==> src/rtl/nts_pkg.sv <==
package nts_pkg;

    typedef logic [1:0] sel_code_t;

    typedef struct packed {
        sel_code_t row;
        sel_code_t col;
    } tap_cfg_t;

    // code 3 is folded onto code 2 for both row and column selection
    function automatic sel_code_t code_norm(input sel_code_t c);
        return (c == 2'd3) ? 2'd2 : c;
    endfunction

endpackage

==> src/rtl/nts_linebuf.sv <==
module nts_linebuf #(
    parameter int IMG_W = 128,
    parameter int IMG_H = 128,
    parameter int PIX_W = 8,
    parameter int COL_W = $clog2(IMG_W)
) (
    input  logic                        clk,
    input  logic                        rst_n,
    input  logic [PIX_W-1:0]            pix_i,
    output logic [2:0][PIX_W-1:0]       rows_o,
    output logic [COL_W-1:0]            col_o,
    output logic                        valid_o
);
    localparam int ROW_W = $clog2(IMG_H);
    localparam logic [COL_W-1:0] LAST_COL = COL_W'(IMG_W - 1);
    localparam logic [ROW_W-1:0] LAST_ROW = ROW_W'(IMG_H - 1);

    typedef struct packed {
        logic [COL_W-1:0]      col;
        logic [ROW_W-1:0]      row;
        logic [2:0][PIX_W-1:0] rows;
        logic [COL_W-1:0]      col_out;
        logic                  valid;
    } lb_state_t;

    lb_state_t s_d, s_q;

    // one image row of the previous line and one of the line before it
    logic [PIX_W-1:0] lb1_q [IMG_W];
    logic [PIX_W-1:0] lb2_q [IMG_W];

    always_comb begin
        s_d         = s_q;
        s_d.rows[0] = pix_i;
        s_d.rows[1] = lb1_q[s_q.col];
        s_d.rows[2] = lb2_q[s_q.col];
        s_d.col_out = s_q.col;
        s_d.valid   = (s_q.row > ROW_W'(2)) ||
                      ((s_q.row == ROW_W'(2)) && (s_q.col >= COL_W'(2)));
        if (s_q.col == LAST_COL) begin
            s_d.col = '0;
            s_d.row = (s_q.row == LAST_ROW) ? '0 : s_q.row + ROW_W'(1);
        end else begin
            s_d.col = s_q.col + COL_W'(1);
        end
    end

    always_ff @(posedge clk) begin
        if (!rst_n) s_q <= '0;
        else        s_q <= s_d;
    end

    always_ff @(posedge clk) begin
        lb1_q[s_q.col] <= pix_i;
        lb2_q[s_q.col] <= lb1_q[s_q.col];
    end

    assign rows_o  = s_q.rows;
    assign col_o   = s_q.col_out;
    assign valid_o = s_q.valid;

    a_r2_col_wrap: assert property (@(posedge clk) disable iff (!rst_n)
        (s_q.col == LAST_COL) |=> (s_q.col == '0));

    a_r2_row_step: assert property (@(posedge clk) disable iff (!rst_n)
        ((s_q.col == LAST_COL) && (s_q.row != LAST_ROW)) |=> (s_q.row == $past(s_q.row) + ROW_W'(1)));

    a_r3_valid_rows: assert property (@(posedge clk) disable iff (!rst_n)
        valid_o |-> ((s_q.row >= ROW_W'(2)) || ((s_q.row == '0) && (s_q.col == '0))));

endmodule

==> src/rtl/nts_cfg_bank.sv <==
module nts_cfg_bank #(
    parameter int N_TAPS = 8,
    parameter int IDX_W  = $clog2(N_TAPS) + 1
) (
    input  logic                              clk,
    input  logic                              rst_n,
    input  logic                              we_i,
    input  logic [IDX_W-1:0]                  idx_i,
    input  nts_pkg::sel_code_t                row_i,
    input  nts_pkg::sel_code_t                col_i,
    output nts_pkg::tap_cfg_t [N_TAPS-1:0]    cfg_o
);
    import nts_pkg::*;

    tap_cfg_t [N_TAPS-1:0] cfg_d, cfg_q;

    always_comb begin
        cfg_d = cfg_q;
        for (int i = 0; i < N_TAPS; i++) begin
            if (we_i && (idx_i == IDX_W'(i))) begin
                cfg_d[i].row = row_i;
                cfg_d[i].col = col_i;
            end
        end
    end

    always_ff @(posedge clk) begin
        if (!rst_n) cfg_q <= '0;
        else        cfg_q <= cfg_d;
    end

    assign cfg_o = cfg_q;

    for (genvar i = 0; i < N_TAPS; i++) begin : g_chk
        a_r8_write: assert property (@(posedge clk) disable iff (!rst_n)
            (we_i && (idx_i == IDX_W'(i))) |=>
                ((cfg_q[i].row == $past(row_i)) && (cfg_q[i].col == $past(col_i))));

        a_r8_keep: assert property (@(posedge clk) disable iff (!rst_n)
            !(we_i && (idx_i == IDX_W'(i))) |=> $stable(cfg_q[i]));
    end

endmodule

==> src/rtl/nts_tap_sel.sv <==
module nts_tap_sel #(
    parameter int PIX_W = 8,
    parameter int COL_W = 7
) (
    input  logic                     clk,
    input  logic                     rst_n,
    input  logic [2:0][PIX_W-1:0]    rows_i,
    input  logic [COL_W-1:0]         col_i,
    input  logic                     valid_i,
    input  nts_pkg::tap_cfg_t        cfg_i,
    output logic [PIX_W-1:0]         tap_o,
    output logic                     valid_o
);
    import nts_pkg::*;

    typedef struct packed {
        logic [PIX_W-1:0] sel;
        logic [PIX_W-1:0] h1;
        logic [PIX_W-1:0] h2;
        logic [COL_W-1:0] col_s;
        logic             vs;
        logic [PIX_W-1:0] tap;
        logic             vt;
    } sel_state_t;

    sel_state_t s_d, s_q;
    sel_code_t  rc, kc, m;

    always_comb begin
        rc = code_norm(cfg_i.row);
        kc = code_norm(cfg_i.col);
        // effective delay never reaches past column 0 of the current row
        if (s_q.col_s < COL_W'(kc)) m = s_q.col_s[1:0];
        else                        m = kc;

        s_d       = s_q;
        s_d.sel   = rows_i[rc];
        s_d.col_s = col_i;
        s_d.vs    = valid_i;
        s_d.h1    = s_q.sel;
        s_d.h2    = s_q.h1;
        s_d.vt    = s_q.vs;
        case (m)
            2'd0:    s_d.tap = s_q.sel;
            2'd1:    s_d.tap = s_q.h1;
            default: s_d.tap = s_q.h2;
        endcase
    end

    always_ff @(posedge clk) begin
        if (!rst_n) s_q <= '0;
        else        s_q <= s_d;
    end

    assign tap_o   = s_q.tap;
    assign valid_o = s_q.vt;

    a_r6_left_clamp: assert property (@(posedge clk) disable iff (!rst_n)
        (s_q.col_s == '0) |=> (tap_o == $past(s_q.sel)));

    a_r5_code3_as_2: assert property (@(posedge clk) disable iff (!rst_n)
        ((cfg_i.col == 2'd3) && (s_q.col_s >= COL_W'(2))) |=> (tap_o == $past(s_q.h2)));

endmodule

==> src/rtl/nts_window_router.sv <==
module nts_window_router #(
    parameter int IMG_W  = 128,
    parameter int IMG_H  = 128,
    parameter int PIX_W  = 8,
    parameter int N_TAPS = 8,
    parameter int IDX_W  = $clog2(N_TAPS) + 1
) (
    input  logic                       clk,
    input  logic                       rst_n,
    input  logic [PIX_W-1:0]           pix_i,
    input  logic                       cfg_we_i,
    input  logic [IDX_W-1:0]           cfg_idx_i,
    input  logic [1:0]                 cfg_row_i,
    input  logic [1:0]                 cfg_col_i,
    output logic [N_TAPS*PIX_W-1:0]    tap_o,
    output logic [N_TAPS-1:0]          tap_valid_o
);
    import nts_pkg::*;

    localparam int COL_W = $clog2(IMG_W);

    typedef struct packed {
        logic [2:0][PIX_W-1:0] rows;
        logic [COL_W-1:0]      col;
        logic                  valid;
    } link_t;

    logic [2:0][PIX_W-1:0]  lb_rows;
    logic [COL_W-1:0]       lb_col;
    logic                   lb_valid;
    tap_cfg_t [N_TAPS-1:0]  cfg_w;

    link_t [N_TAPS-1:0] lk;
    link_t [N_TAPS-2:0] chain_d, chain_q;

    nts_linebuf #(
        .IMG_W (IMG_W),
        .IMG_H (IMG_H),
        .PIX_W (PIX_W),
        .COL_W (COL_W)
    ) u_lb (
        .clk     (clk),
        .rst_n   (rst_n),
        .pix_i   (pix_i),
        .rows_o  (lb_rows),
        .col_o   (lb_col),
        .valid_o (lb_valid)
    );

    nts_cfg_bank #(
        .N_TAPS (N_TAPS),
        .IDX_W  (IDX_W)
    ) u_cfg (
        .clk   (clk),
        .rst_n (rst_n),
        .we_i  (cfg_we_i),
        .idx_i (cfg_idx_i),
        .row_i (cfg_row_i),
        .col_i (cfg_col_i),
        .cfg_o (cfg_w)
    );

    // window chain: one register per tap so tap j sees the window j clocks late
    always_comb begin
        lk[0].rows  = lb_rows;
        lk[0].col   = lb_col;
        lk[0].valid = lb_valid;
        for (int j = 1; j < N_TAPS; j++) lk[j] = chain_q[j-1];
        for (int j = 0; j < N_TAPS - 1; j++) chain_d[j] = lk[j];
    end

    always_ff @(posedge clk) begin
        if (!rst_n) chain_q <= '0;
        else        chain_q <= chain_d;
    end

    for (genvar j = 0; j < N_TAPS; j++) begin : g_tap
        nts_tap_sel #(
            .PIX_W (PIX_W),
            .COL_W (COL_W)
        ) u_sel (
            .clk     (clk),
            .rst_n   (rst_n),
            .rows_i  (lk[j].rows),
            .col_i   (lk[j].col),
            .valid_i (lk[j].valid),
            .cfg_i   (cfg_w[j]),
            .tap_o   (tap_o[j*PIX_W +: PIX_W]),
            .valid_o (tap_valid_o[j])
        );
    end

    for (genvar j = 0; j < N_TAPS - 1; j++) begin : g_chk
        a_r9_valid_step: assert property (@(posedge clk) disable iff (!rst_n)
            tap_valid_o[j+1] == $past(tap_valid_o[j]));
    end

endmodule

==> config.mk <==
export PLATFORM = sky130hd
export DESIGN_NAME = nts_window_router
export DESIGN_NICKNAME = d
export VERILOG_FILES = /design/src/rtl/nts_pkg.sv /design/src/rtl/nts_linebuf.sv /design/src/rtl/nts_cfg_bank.sv /design/src/rtl/nts_tap_sel.sv /design/src/rtl/nts_window_router.sv
export SDC_FILE = /design/constraint.sdc
export NUM_CORES = 2
export LEC_CHECK = 0
export ABC_AREA = 1
export BUFFER_PORTS_ARGS = -buffer_cell sky130_fd_sc_hd__buf_2
export CORE_MARGIN = 3
export CORE_UTILIZATION = 46
export CTS_BUF_LIST = sky130_fd_sc_hd__clkbuf_4 sky130_fd_sc_hd__clkbuf_8 sky130_fd_sc_hd__clkbuf_16
export CTS_CLUSTER_SIZE = 30
export DETAILED_ROUTE_END_ITERATION = 16
export MAX_ROUTING_LAYER = met4
export PLACE_DENSITY_LB_ADDON = 0.15
export REMOVE_ABC_BUFFERS = 1
export SYNTH_ARGS = -nofsm -noshare
export SYNTH_HDL_FRONTEND = slang
export SYNTH_SLANG_ARGS = --single-unit
==> constraint.sdc <==
create_clock -name clk -period 3.18 [get_ports clk]
set_input_delay 0.636 -clock clk [delete_from_list [all_inputs] [get_ports clk]]
set_output_delay 0.636 -clock clk [all_outputs]
set_load 0.01 [all_outputs]
==> key figures <==
Run status
  – Status: finished with violations
  – Violated checks: negative setup slack

Clock network
  – Clk sink count: 2,615
  – CTS tree: built
  – Clock transition at path regs: 60 ps
  – Num CTS Buffers: 297
  – Clk root buf: clkbuf_16
  – H-Tree Depth: 5
  – Max clock buf depth: 4
  – Skew-Pair Late Insertion Delay: 940 ps

Route
  – DR vias: 74,100
  – Routed WL per cell: 19.5 um
  – Drt pass-1 iters: 6
  – Vias per inst: 4.91
  – Post-DRT Antenna Nets: 0
  – Initial drt markers: 6,656
  – DRC viols: 0
  – Final Routed Wirelength: 294 mm

Die
  – Initial Util: 46.5%
  – Die Footprint: 243,000 um^2
  – I/O Pins: 91
  – Chip Height: 492 um
  – Die Width: 492 um
  – FP Rows: 177
  – Core area: 234,000 um^2

STA
  – Setup violators final: 8
  – Worst setup margin: -22.3 ps
  – Worst Tran Pin Value: 893 ps
  – Fin. Hold Viols: 0
  – Final period util: 101%
  – Max-slew violation count: 0
  – RSZ-0062 raised after global routing: yes
  – Highest clock rate: 0.312 GHz
  – Worst Clk Skew: 89.7 ps
  – Worst slew margin: 40.4%
  – Min Clock Period, post-route: 3200 ps
  – Fin Setup TNS: -122 ps
  – Hold_ws: 107 ps

Worst setup path
  – CP delay by family, top: simple AND/OR/NAND/NOR gates
  – Worst endpoint required time: 3680 ps
  – Critical path arrival: 3700 ps
  – Buf/Inv on CP: 5
  – Critical path peak fanout: 80
  – Critical-path cell list: buf_12 > buf_16 > buf_4 > or2_2 > nand3_1 > nand2_1 > nor2_1 > nor2_1 > nor2_1 > nand2_1 > nand2_1 > nand2_1 > nor2_2 > inv_4 > buf_12
  – CP dominant cell by count: nand2_1
  – CP Capture Type: flop
  – Max stage delay on crit path: 390 ps
  – Startpoint types: flop
  – Critical path class: flop to flop
  – Critical-path top delay cell: dfxtp_4

Yosys
  – Leading area contributor after synthesis: edfxtp_1
  – Avg Cell Area, Syn: 9.65 um^2
  – Async SR Flop Fraction: 0%
  – Top cell type's share of synthesized area: 56.5%
  – Synth Instances: 11,300
  – Post-synth cell types: 34
  – Synth top area cells: edfxtp_1 (56%), nand2_1 (11%), dfxtp_1 (10%)
  – Number of synthesized flops with an enable pin: 2,048
  – Yosys reg bits: 2,615
  – Most common cell in the synthesized netlist: nand2_1
  – Syn Std Cell Area: 109,000 um^2
  – YS warnings: 0
  – Ys flop type: edfxtp_1
  – Post-synthesis sequential area ratio: 66.9%
  – Synth top cells by count: nand2_1 (3,179), inv_1 (2,325), edfxtp_1 (2,048), nand3_1 (1,058), nor2_1 (1,058)

Pwr
  – Design Power: 77.8 mW
  – Maximum VDD drop: 0.490 mV
  – Pwr dens: 617 nW/um^2
  – Leakage: 58.1 nW

Min path
  – Worst hold-check path type: input pin to flop

Place
  – Post-DP HPWL: 184 mm
  – Post-place instance area: 116,000 um^2
  – Routability cong.: 0.883
  – I/O Buffers: 90

Job
  – Max Cap Viol: 0

Global routing
  – First-pass GRT wire length: 442 mm
  – Overall Global Routing Usage: 24.7%
  – Vias in the first global route: 70,800
  – Antenna violations before repair: 8
  – Global route total overflow: 0
  – Largest net degree at the start of global routing: 189

Layout
  – Synth-to-Final Area Change: 15.9%
  – Share of layout cells above drive strength 1: 11.2%
  – Post-route cell area: 126,000 um^2
  – Nets: 11,800
-- sequential cells by signal, indices dropped and copies added, names as in the netlist, 24 cells and up --
| register | flops |
|---|---|
| u_cfg.cfg_o | 32 |
| chain_d | 144 |
| g_tap.u_sel.s_d | 134 |
| u_lb.rows_o | 24 |
| u_lb.lb2_q | 1024 |
| chain_q | 24 |
| g_tap.u_sel.tap_o | 64 |
| u_lb.lb1_q | 1024 |
| g_tap.u_sel.s_q | 120 |
-- path summary, 6_finish.rpt --
check	to	depth (start not counted)	slack, ps	from
max	u_lb.lb2_q[108][7]	15	-20	u_lb.s_d[1]
min	u_cfg.cfg_o[10]	3	110	cfg_row_i[0]
max reg2reg	u_lb.lb2_q[108][7]	15	-20	u_lb.s_d[1]
min reg2reg	g_tap[0].u_sel.s_q[11]	2	370	u_lb.col_o[1]
-- timing repair --
item,in CTS,in global routing
endpoints found under the setup margin,867,828
pin swaps,2,3
endpoints found under the hold margin,2,0
gates resized for setup,21,42
gates cloned,4,1
buffers inserted,10,3
hold buffers,1,0
-- cell families after synthesis --
logic type	after synthesis	synth area share, %
flops	2615	66.9
buf+inv	2901	10.8
simple gates	5477	20.5
compound gates	272	1.60
fa+ha+maj	12	0.138
xor+xnor	2	0.0161
-- worst reg2reg max path, cell delays in order, from the launching register on --
cell	delay [ps]
dfxtp_4	390
buf_12	190
buf_16	190
buf_4	230
or2_2	300
nand3_1	70
nand2_1	60
nor2_1	180
nor2_1	80
nor2_1	180
nand2_1	160
nand2_1	90
nand2_1	100
nor2_2	170
inv_4	70
buf_12	170
-- report_power, final --
part	leakage, nW	internal (mW)	switching, mW
clock	4.72	19.8	13.2
sequential	23.0	37.8	0.124
combinational	30.4	2.10	4.84
-- layout by cell type (no fill, tap or decap), types with 4 or more instances in the layout --
cell / netlist / layout
or2_0: 22 / 22
clkbuf_8: 0 / 16
inv_2: 25 / 19
or2_1: 33 / 33
nand2_1: 3179 / 3169
clkinv_1: 10 / 59
diode_2: 0 / 6
edfxtp_1: 2048 / 2048
ha_1: 12 / 12
nand2_2: 1 / 8
nand3_1: 1058 / 1058
nor2_2: 8 / 23
clkinvlp_4: 0 / 4
bufinv_16: 0 / 14
o21ai_0: 76 / 74
nor2_1: 1058 / 1036
inv_1: 2325 / 2322
buf_16: 0 / 12
inv_6: 0 / 8
buf_12: 0 / 110
inv_4: 1 / 7
nor2_4: 0 / 7
buf_2: 237 / 81
clkbuf_16: 0 / 311
or2_2: 105 / 105
a21o_1: 6 / 6
buf_4: 137 / 459
dfxtp_1: 567 / 564
o21ai_2: 12 / 13
clkinv_2: 0 / 46
o211ai_1: 122 / 122
and3_1: 9 / 9
buf_6: 8 / 15
clkbuf_4: 0 / 64
a21oi_1: 31 / 31
o21ai_1: 19 / 20
-- stage by stage --
stage	cells	setup WS (ps)	util, %
6_report	15100	-22.3	53.9
5_1_grt	15100	-72.2	53.9
4_1_cts	15100	3.83	53.8
3_5_place_dp	14500	-319	49.7
3_3_place_gp	14500	-336	49.7
2_1_floorplan	10700	-45110	-
-- area by class of cell --
| type | count | area (um^2) |
|---|---|---|
| timing repair inverter | 2 | 17.5 |
| clock buffer | 390 | 8460 |
| antenna | 6 | 15.0 |
| timing repair buffer | 683 | 6680 |
| tap | 3132 | 3920 |
| inverter | 2361 | 8920 |
| multi-input combinational | 5763 | 24400 |
| clock inverter | 120 | 931 |
| sequential | 2615 | 72900 |
| fill | 20700 | 108000 |
-- layer usage --
metal	share of wire (%)	global-route usage (%)	wire [um]	vias to the layer above
li1	-	-	-	35800
met1	44	33.8	130000	35400
met2	47	39.1	137000	2320
met3	6.4	2.91	18900	510
met4	2.8	6.73	8250	0
met5	0	-	0	-
Power figures use the tool's default switching activity.
